## config.mk

```make
export PLATFORM = sky130hd
export DESIGN_NAME = regbank_status
export DESIGN_NICKNAME = d
export VERILOG_FILES = /design/src/rtl/regbank_pkg.sv /design/src/rtl/regbank_evt_field.sv /design/src/rtl/regbank_rd_mux.sv /design/src/rtl/regbank_status.sv
export SDC_FILE = /design/constraint.sdc
export NUM_CORES = 1
export LEC_CHECK = 0
export ABC_AREA = 1
export BUFFER_PORTS_ARGS = -buffer_cell sky130_fd_sc_hd__buf_2
export CAP_MARGIN = 10
export CELL_PAD_IN_SITES_DETAIL_PLACEMENT = 0
export CELL_PAD_IN_SITES_GLOBAL_PLACEMENT = 1
export CORE_MARGIN = 10
export CORE_UTILIZATION = 33
export DETAILED_ROUTE_END_ITERATION = 16
export PLACE_DENSITY_LB_ADDON = 0.1
export SLEW_MARGIN = 10
export SYNTH_ARGS = -nofsm -noshare
export SYNTH_HDL_FRONTEND = slang
export SYNTH_HIERARCHICAL = 1
export SYNTH_SLANG_ARGS = --single-unit
```

## constraint.sdc

```tcl
create_clock -name clk -period 1.4 [get_ports clk]
set_clock_uncertainty 0.2 [all_clocks]
set_input_delay 0.07 -clock clk [delete_from_list [all_inputs] [get_ports clk]]
set_output_delay 0.07 -clock clk [all_outputs]
set_load 0.01 [all_outputs]
```

## src/rtl/regbank_pkg.sv

```systemverilog
package regbank_pkg;

    localparam int A_CTRL   = 0;
    localparam int A_STATUS = 1;
    localparam int A_PEND   = 2;
    localparam int A_EVLOG  = 3;
    localparam int A_CMD    = 4;

    typedef enum logic [1:0] {
        ACC_IDLE  = 2'd0,
        ACC_WRITE = 2'd1,
        ACC_READ  = 2'd2,
        ACC_RDWR  = 2'd3
    } acc_e;

    typedef struct packed {
        logic ctrl;
        logic status;
        logic pend;
        logic evlog;
        logic cmd;
    } hit_t;

endpackage

```

## src/rtl/regbank_evt_field.sv

```systemverilog
module regbank_evt_field #(
    parameter int W      = 8,
    parameter bit CLR_WR = 1'b1,
    parameter bit CLR_RD = 1'b0
) (
    input  logic         clk,
    input  logic         rst_n,
    input  logic [W-1:0] set,
    input  logic         wr_clr,
    input  logic [W-1:0] wdata,
    input  logic         rd_clr,
    output logic [W-1:0] q
);

    logic [W-1:0] clr_mask;
    logic [W-1:0] q_n;

    always_comb begin
        clr_mask = '0;
        if (CLR_WR && wr_clr) clr_mask = clr_mask | wdata;
        if (CLR_RD && rd_clr) clr_mask = '1;
        q_n = (q & ~clr_mask) | set;
    end

    always_ff @(posedge clk) begin
        if (!rst_n) q <= '0;
        else        q <= q_n;
    end

    AST_SET_WINS: assert property (@(posedge clk) disable iff (!rst_n)
        (set != '0) |=> ((q & $past(set)) == $past(set)));

    AST_QUIET_HOLD: assert property (@(posedge clk) disable iff (!rst_n)
        ((set == '0) && !wr_clr && !rd_clr) |=> $stable(q));

endmodule

```

## src/rtl/regbank_rd_mux.sv

```systemverilog
module regbank_rd_mux
    import regbank_pkg::*;
#(
    parameter int DATA_W = 32,
    parameter int N_EVT  = 8,
    parameter int N_LOG  = 8
) (
    input  logic              clk,
    input  logic              rst_n,
    input  logic              rd_go,
    input  hit_t              hit,
    input  logic [DATA_W-1:0] ctrl,
    input  logic              busy,
    input  logic              done,
    input  logic [N_EVT-1:0]  pend,
    input  logic [N_LOG-1:0]  evlog,
    output logic [DATA_W-1:0] rd_data
);

    logic [DATA_W-1:0] rd_next;

    always_comb begin
        rd_next = '0;
        if (hit.ctrl) begin
            rd_next = ctrl;
        end else if (hit.status) begin
            rd_next[0] = busy;
            rd_next[1] = done;
        end else if (hit.pend) begin
            rd_next[N_EVT-1:0] = pend;
        end else if (hit.evlog) begin
            rd_next[N_LOG-1:0] = evlog;
        end else if (hit.cmd) begin
            rd_next = '0;
        end
    end

    always_ff @(posedge clk) begin
        if (!rst_n)     rd_data <= '0;
        else if (rd_go) rd_data <= rd_next;
    end

    AST_RD_HOLD: assert property (@(posedge clk) disable iff (!rst_n)
        !$past(rd_go) |-> $stable(rd_data));

    AST_BUSY_LIVE: assert property (@(posedge clk) disable iff (!rst_n)
        (rd_go && hit.status) |=> (rd_data[0] == $past(busy)));

    AST_CMD_READS_ZERO: assert property (@(posedge clk) disable iff (!rst_n)
        (rd_go && hit.cmd) |=> (rd_data == '0));

endmodule

```

## src/rtl/regbank_status.sv

```systemverilog
module regbank_status
    import regbank_pkg::*;
#(
    parameter int DATA_W = 32,
    parameter int ADDR_W = 4,
    parameter int N_EVT  = 8,
    parameter int N_LOG  = 8,
    parameter int N_CMD  = 4
) (
    input  logic              clk,
    input  logic              rst_n,
    input  logic [ADDR_W-1:0] addr,
    input  logic [DATA_W-1:0] wdata,
    input  logic              wr_en,
    input  logic              rd_en,
    output logic [DATA_W-1:0] rd_data,
    input  logic              hw_busy,
    input  logic              hw_done_set,
    input  logic [N_EVT-1:0]  hw_evt,
    input  logic [N_LOG-1:0]  hw_log,
    output logic              irq,
    output logic [N_CMD-1:0]  cmd_pulse
);

    acc_e              acc;
    hit_t              hit;
    logic              wr_go;
    logic              rd_go;
    logic [DATA_W-1:0] ctrl_q;
    logic              done_q;
    logic [N_EVT-1:0]  pend_q;
    logic [N_LOG-1:0]  evlog_q;

    // access kind decode
    always_comb begin
        unique case ({wr_en, rd_en})
            2'b00:   acc = ACC_IDLE;
            2'b10:   acc = ACC_WRITE;
            2'b01:   acc = ACC_READ;
            default: acc = ACC_RDWR;
        endcase
        wr_go = (acc == ACC_WRITE) || (acc == ACC_RDWR);
        rd_go = (acc == ACC_READ)  || (acc == ACC_RDWR);
    end

    // address decode
    always_comb begin
        hit = '0;
        unique case (addr)
            ADDR_W'(A_CTRL):   hit.ctrl   = 1'b1;
            ADDR_W'(A_STATUS): hit.status = 1'b1;
            ADDR_W'(A_PEND):   hit.pend   = 1'b1;
            ADDR_W'(A_EVLOG):  hit.evlog  = 1'b1;
            ADDR_W'(A_CMD):    hit.cmd    = 1'b1;
            default:           hit        = '0;
        endcase
    end

    // software-owned control word
    always_ff @(posedge clk) begin
        if (!rst_n)                ctrl_q <= '0;
        else if (wr_go && hit.ctrl) ctrl_q <= wdata;
    end

    // write-only command pulses
    always_ff @(posedge clk) begin
        if (!rst_n)                cmd_pulse <= '0;
        else if (wr_go && hit.cmd) cmd_pulse <= wdata[N_CMD-1:0];
        else                       cmd_pulse <= '0;
    end

    regbank_evt_field #(.W(1), .CLR_WR(1'b1), .CLR_RD(1'b0)) u_done (
        .clk    (clk),
        .rst_n  (rst_n),
        .set    (hw_done_set),
        .wr_clr (wr_go && hit.status),
        .wdata  (wdata[1]),
        .rd_clr (1'b0),
        .q      (done_q)
    );

    regbank_evt_field #(.W(N_EVT), .CLR_WR(1'b1), .CLR_RD(1'b0)) u_pend (
        .clk    (clk),
        .rst_n  (rst_n),
        .set    (hw_evt),
        .wr_clr (wr_go && hit.pend),
        .wdata  (wdata[N_EVT-1:0]),
        .rd_clr (1'b0),
        .q      (pend_q)
    );

    regbank_evt_field #(.W(N_LOG), .CLR_WR(1'b0), .CLR_RD(1'b1)) u_evlog (
        .clk    (clk),
        .rst_n  (rst_n),
        .set    (hw_log),
        .wr_clr (1'b0),
        .wdata  ('0),
        .rd_clr (rd_go && hit.evlog),
        .q      (evlog_q)
    );

    regbank_rd_mux #(.DATA_W(DATA_W), .N_EVT(N_EVT), .N_LOG(N_LOG)) u_rd (
        .clk     (clk),
        .rst_n   (rst_n),
        .rd_go   (rd_go),
        .hit     (hit),
        .ctrl    (ctrl_q),
        .busy    (hw_busy),
        .done    (done_q),
        .pend    (pend_q),
        .evlog   (evlog_q),
        .rd_data (rd_data)
    );

    assign irq = |(pend_q & ctrl_q[N_EVT-1:0]);

    AST_CMD_SOURCE: assert property (@(posedge clk) disable iff (!rst_n)
        (cmd_pulse != '0) |-> $past(wr_go && hit.cmd));

    AST_IRQ_NEEDS_EN: assert property (@(posedge clk) disable iff (!rst_n)
        irq |-> (ctrl_q[N_EVT-1:0] != '0));

    AST_UNMAPPED_QUIET: assert property (@(posedge clk) disable iff (!rst_n)
        (wr_go && (hit == '0)) |=> $stable(ctrl_q));

endmodule

```

==> metrics.cfg, run 1 <==
[sta]
final.period_utilization_pct = 105
rsz0062_at_grt = yes
slew_headroom_pct = 77.0
worst_slew_pin_slew_ps = 344
hold_viol = 3
final.setup.worst_slack_ps = -67.9
holdWs_ps = -6.75
setup_viol = 1
fin_crit_ps = 1470
fmax_mhz = 681
drv_slew = 0

[clocking]
cts_buffers = 9
htreeDepth = 3
path_clk_slew_ps = 60
cts_tree = built
clockRootBuffer = clkbuf_16
clk_path_buf_depth = 2
cts_num_sinks = 85
worstSkewPairLatency_ps = 340

[detailed_routing]
dr.max_layer_used = met4
dr_wl_met2_um = 5490
drcViolationCount = 0
vias = 4015
drt_iter0_drc = 177
vias_per_cell = 4.44
wl_met1_um = 6000
met3_length_um = 593
wl_per_cell_um = 13.6
ant_nets = 0
first_pass_iters = 4
drt-total-wl_um = 12300

[placement]
hpwl_um = 8640
io_buffers = 94
gp_congestion = 0.795
dp.cells = 823

[min_path]
hp-start = rst_n
min_path_type = input pin to register

[synth]
syn_inst = 590
postSynthAreaPerCell_um2 = 6.62
netlist_area_um2 = 3900
yosys_warnings = 6
synth_fp_nets = 648

[floorplanning]
die_h_um = 129
start_util_pct = 33.9
std_cell_rows = 39
ios = 95
die_area_um2 = 16600
die-width_um = 129
core_area_um2 = 11500

[setup_path]
timing.rr.start = u_done/q
required_ps = 1130
path_max_fanout = 2
crit_start = ctrl_q[1]
worstSetupStartpointType = register
critPathKind = register to output port
worstSetupEndpointType = output port
cp.arrival_ps = 1200

[final_layout]
nNetsFinal = 817
area_growth_pct = 44.0
antenna_cells = 0
drive_above_1_share_pct = 23.9
final_cells = 904

[global_routing]
antenna_found_initial = 0
grt_pass1_wl_um = 20400
grt_max_degree = 35
grt_usage_pct = 15.4
gr-total-overflow = 0
grt_pass1_vias = 4085

[power]
leakage_nw = 2.85
ir_drop_mv = 0.682
power_density_nw_per_um2 = 971
total_power_mw = 5.46

[run_status]
violations = negative hold slack, negative setup slack
status = finished with violations

[flow_run]
cap_violations = 0

-- flip-flops by register name, indices dropped and copies added (netlist names) --
signal and count:
cmd_pulse 4, u_done/q 1, u_pend/q 8, u_evlog/q 8, u_rd/rd_data 32, ctrl_q 32
-- through the flow --
step	setup WS, ps	area (um^2)	setup TNS (ps)	hold WS [ps]	util (%)
6_report	-67.9	5620	-67.9	-6.75	48.8
5_1_grt	-105	5620	-105	35.7	48.8
4_1_cts	-78.1	5570	-78.1	1.08	48.4
3_5_place_dp	-120	4670	-1100	115	40.6
3_3_place_gp	-93.6	4670	-716	112	40.6
2_1_floorplan	28.6	3910	0	-8.46	-
-- cell type report --
class                      count  area [um^2]
fill                        1237         5890
sequential                    85         1720
multi-input combinational    340         1550
timing repair buffer         193         1420
inverter                     130          490
clock buffer                  10          229
tap                          143          179
clock inverter                 3         40.0
-- cells in the final DEF (no fill, tap or decap), types with 2 or more instances in the layout --
| master | n |
|---|---|
| nor4_1 | 2 |
| buf_2 | 93 |
| buf_12 | 5 |
| a21oi_1 | 50 |
| inv_1 | 124 |
| nand3_1 | 40 |
| dlygate4sd3_1 | 54 |
| nor3_2 | 2 |
| nor2_1 | 47 |
| inv_2 | 5 |
| buf_4 | 40 |
| dfxtp_2 | 11 |
| clkbuf_16 | 9 |
| nand2_2 | 4 |
| nand4_1 | 35 |
| nand2_1 | 151 |
| nor2_4 | 3 |
| dfxtp_1 | 73 |
| clkinv_2 | 2 |
-- where the power goes --
part | switching [mW] | leakage (nW) | internal (mW)
logic | 0.340 | 2.02 | 0.327
clock network | 0.929 | 0.134 | 1.35
registers | 0.0366 | 0.697 | 2.48
-- path summary, 6_finish.rpt --
path                            to  slack [ps]  depth (start not counted)
hold reg to reg   u_rd/rd_data[22]         260                          2
setup / recovery               irq         -70                          4
hold / removal        cmd_pulse[0]          -7                          3
setup reg to reg          u_done/q          80                          3
-- critical path, stage by stage, from the launching register on --
cell,delay (ps)
dfxtp_2,320
nand2_2,60
nand4_1,90
or2_4,260
buf_6,120
-- timing repair --
item | CTS | global route
pin swaps | 3 | 2
setup buffers | 9 | 5
hold endpoints to repair | 54 | 0
gates resized for setup | 15 | 6
endpoints found under the setup margin | 1 | 2
gates cloned | 0 | 0
hold buffers | 54 | 0
-- routing by layer --
layer	GRT usage [%]	vias up
li1	-	2125
met1	19.9	1780
met2	24.1	94
met3	3.20	16
met4	6.89	0
met5	0	-
No activity file was read; power rests on OpenSTA's default activity.
==> run 2: changes to the inputs <==
Settings changed: CELL_PAD_IN_SITES_DETAIL_PLACEMENT 0 to 1, CELL_PAD_IN_SITES_GLOBAL_PLACEMENT 1 to 2, CORE_UTILIZATION 33 to 25, PLACE_DENSITY set to 0.84, PLACE_DENSITY_LB_ADDON 0.1 to unset.
==> metrics.cfg, run 2 (same netlist as run 1, synthesis figures left out) <==
[run_status]
status = finished with violations
violations = negative setup slack

[sta]
worst_slew_pin_slew_ps = 368
rsz0062_at_grt = yes
fin_crit_ps = 1530
drv_slew = 0
final.period_utilization_pct = 109
slew_headroom_pct = 75.2
setup_viol = 1
hold_viol = 0
final.setup.worst_slack_ps = -127
fmax_mhz = 655

[detailed_routing]
ant_nets = 0
drt-total-wl_um = 14600
first_pass_iters = 4
vias_per_cell = 4.30
vias = 4150
dr_wl_met2_um = 7170
dr.max_layer_used = met4
drcViolationCount = 0
wl_met1_um = 6630
wl_per_cell_um = 15.1
drt_iter0_drc = 186
met3_length_um = 458

[final_layout]
final_common_cell = nand2_1
drive_above_1_share_pct = 22.1
reg.largest.list = ctrl_q: 32 flops, u_rd/rd_data: 32 flops
most-common-layout-cells = nand2_1 (151), inv_1 (125), buf_2 (91)
nNetsFinal = 801
area_growth_pct = 43.4
final_util_pct = 36.7

[global_routing]
grt_pass1_vias = 4457
grt_max_degree = 35
grt_pass1_wl_um = 23200
grt_usage_pct = 13.4
antenna_found_initial = 5
gr-total-overflow = 0

[placement]
hpwl_um = 10200
gp_congestion = 0.842
io_buffers = 94

[floorplanning]
die_h_um = 145
start_util_pct = 25.6
die-width_um = 145
std_cell_rows = 45
ios = 95
core_area_um2 = 15300
die_area_um2 = 21000

[clocking]
worstSkewPairLatency_ps = 340
path_clk_slew_ps = 70
clockRootBuffer = clkbuf_16
clk_path_buf_depth = 2
htreeDepth = 3
cts_num_sinks = 85
cts_buffers = 9
cts_tree = built

[min_path]
min_path_type = input pin to register

[setup_path]
worstSetupStartpointType = register
worstSetupEndpointType = output port
critPathKind = register to output port
cp_slowest_cell = dfxtp_4
path_buf_inv = 1
path_max_fanout = 3
crit_path_max_incr_delay_ps = 360
required_ps = 1130
cp.arrival_ps = 1260
critical_path.top_delay_family = simple AND/OR/NAND/NOR gates
crit_chain = nand2_2 > nand4_1 > or2_4 > buf_6

[flow_run]
cap_violations = 0

[power]
leakage_nw = 2.77
total_power_mw = 5.46
ir_drop_mv = 0.514
power_density_nw_per_um2 = 975

## run 2: worst min-delay path: stages
cell and delay [ps]:
buf_2 180, buf_4 180, nand2_1 60, nor2_1 40
## run 2: worst paths after layout
path | startpoint | endpoint | slack [ps] | depth (start not counted)
max | u_pend/q[3] | irq | -130 | 4
min | rst_n | ctrl_q[4] | 40 | 4
min reg2reg | u_rd/rd_data[12] | u_rd/rd_data[12] | 270 | 2
max reg2reg | u_pend/q[0] | u_rd/rd_data[0] | 210 | 5
## run 2: area by class of cell
cell class	instances	area (um^2)
antenna	5	12.5
clock buffer	12	256
clock inverter	4	30.0
fill	1929	9660
inverter	130	490
multi-input combinational	340	1540
sequential	85	1720
tap	211	264
timing repair buffer	177	1280
## run 2: routing by layer
metal	vias up	GRT usage, %
met5	-	0
met4	0	5.67
met3	22	2.48
met2	84	22.2
met1	1945	16.6
li1	2099	-
## run 2: power by group
part / switching (mW) / leakage (nW) / internal, mW
Clock: 0.980 / 0.139 / 1.31
Sequential: 0.0452 / 0.695 / 2.48
Combinational: 0.351 / 1.94 / 0.294
## run 2: per-stage QoR
| step | area [um^2] | cells | setup TNS [ps] | setup WS (ps) | hold WS (ps) |
|---|---|---|---|---|---|
| after global routing | 5600 | 964 | -164 | -164 | 41.9 |
| final | 5600 | 964 | -127 | -127 | 44.3 |
| after detailed placement | 4680 | 884 | -4950 | -178 | 121 |
| after CTS | 5580 | 960 | -93.9 | -93.9 | 39.0 |
| after global placement | 4680 | 884 | -3170 | -111 | 113 |
| after floorplan | 3910 | 590 | 0 | 28.6 | -8.46 |
## run 2: what timing repair did
item                       in CTS  in global routing
hold endpoints to repair       54                  0
hold buffers                   55                  0
gates cloned                    0                  0
gates resized for setup        13                  7
setup buffers                   5                  1
pin swaps                       2                  4
setup endpoints to repair       1                  4
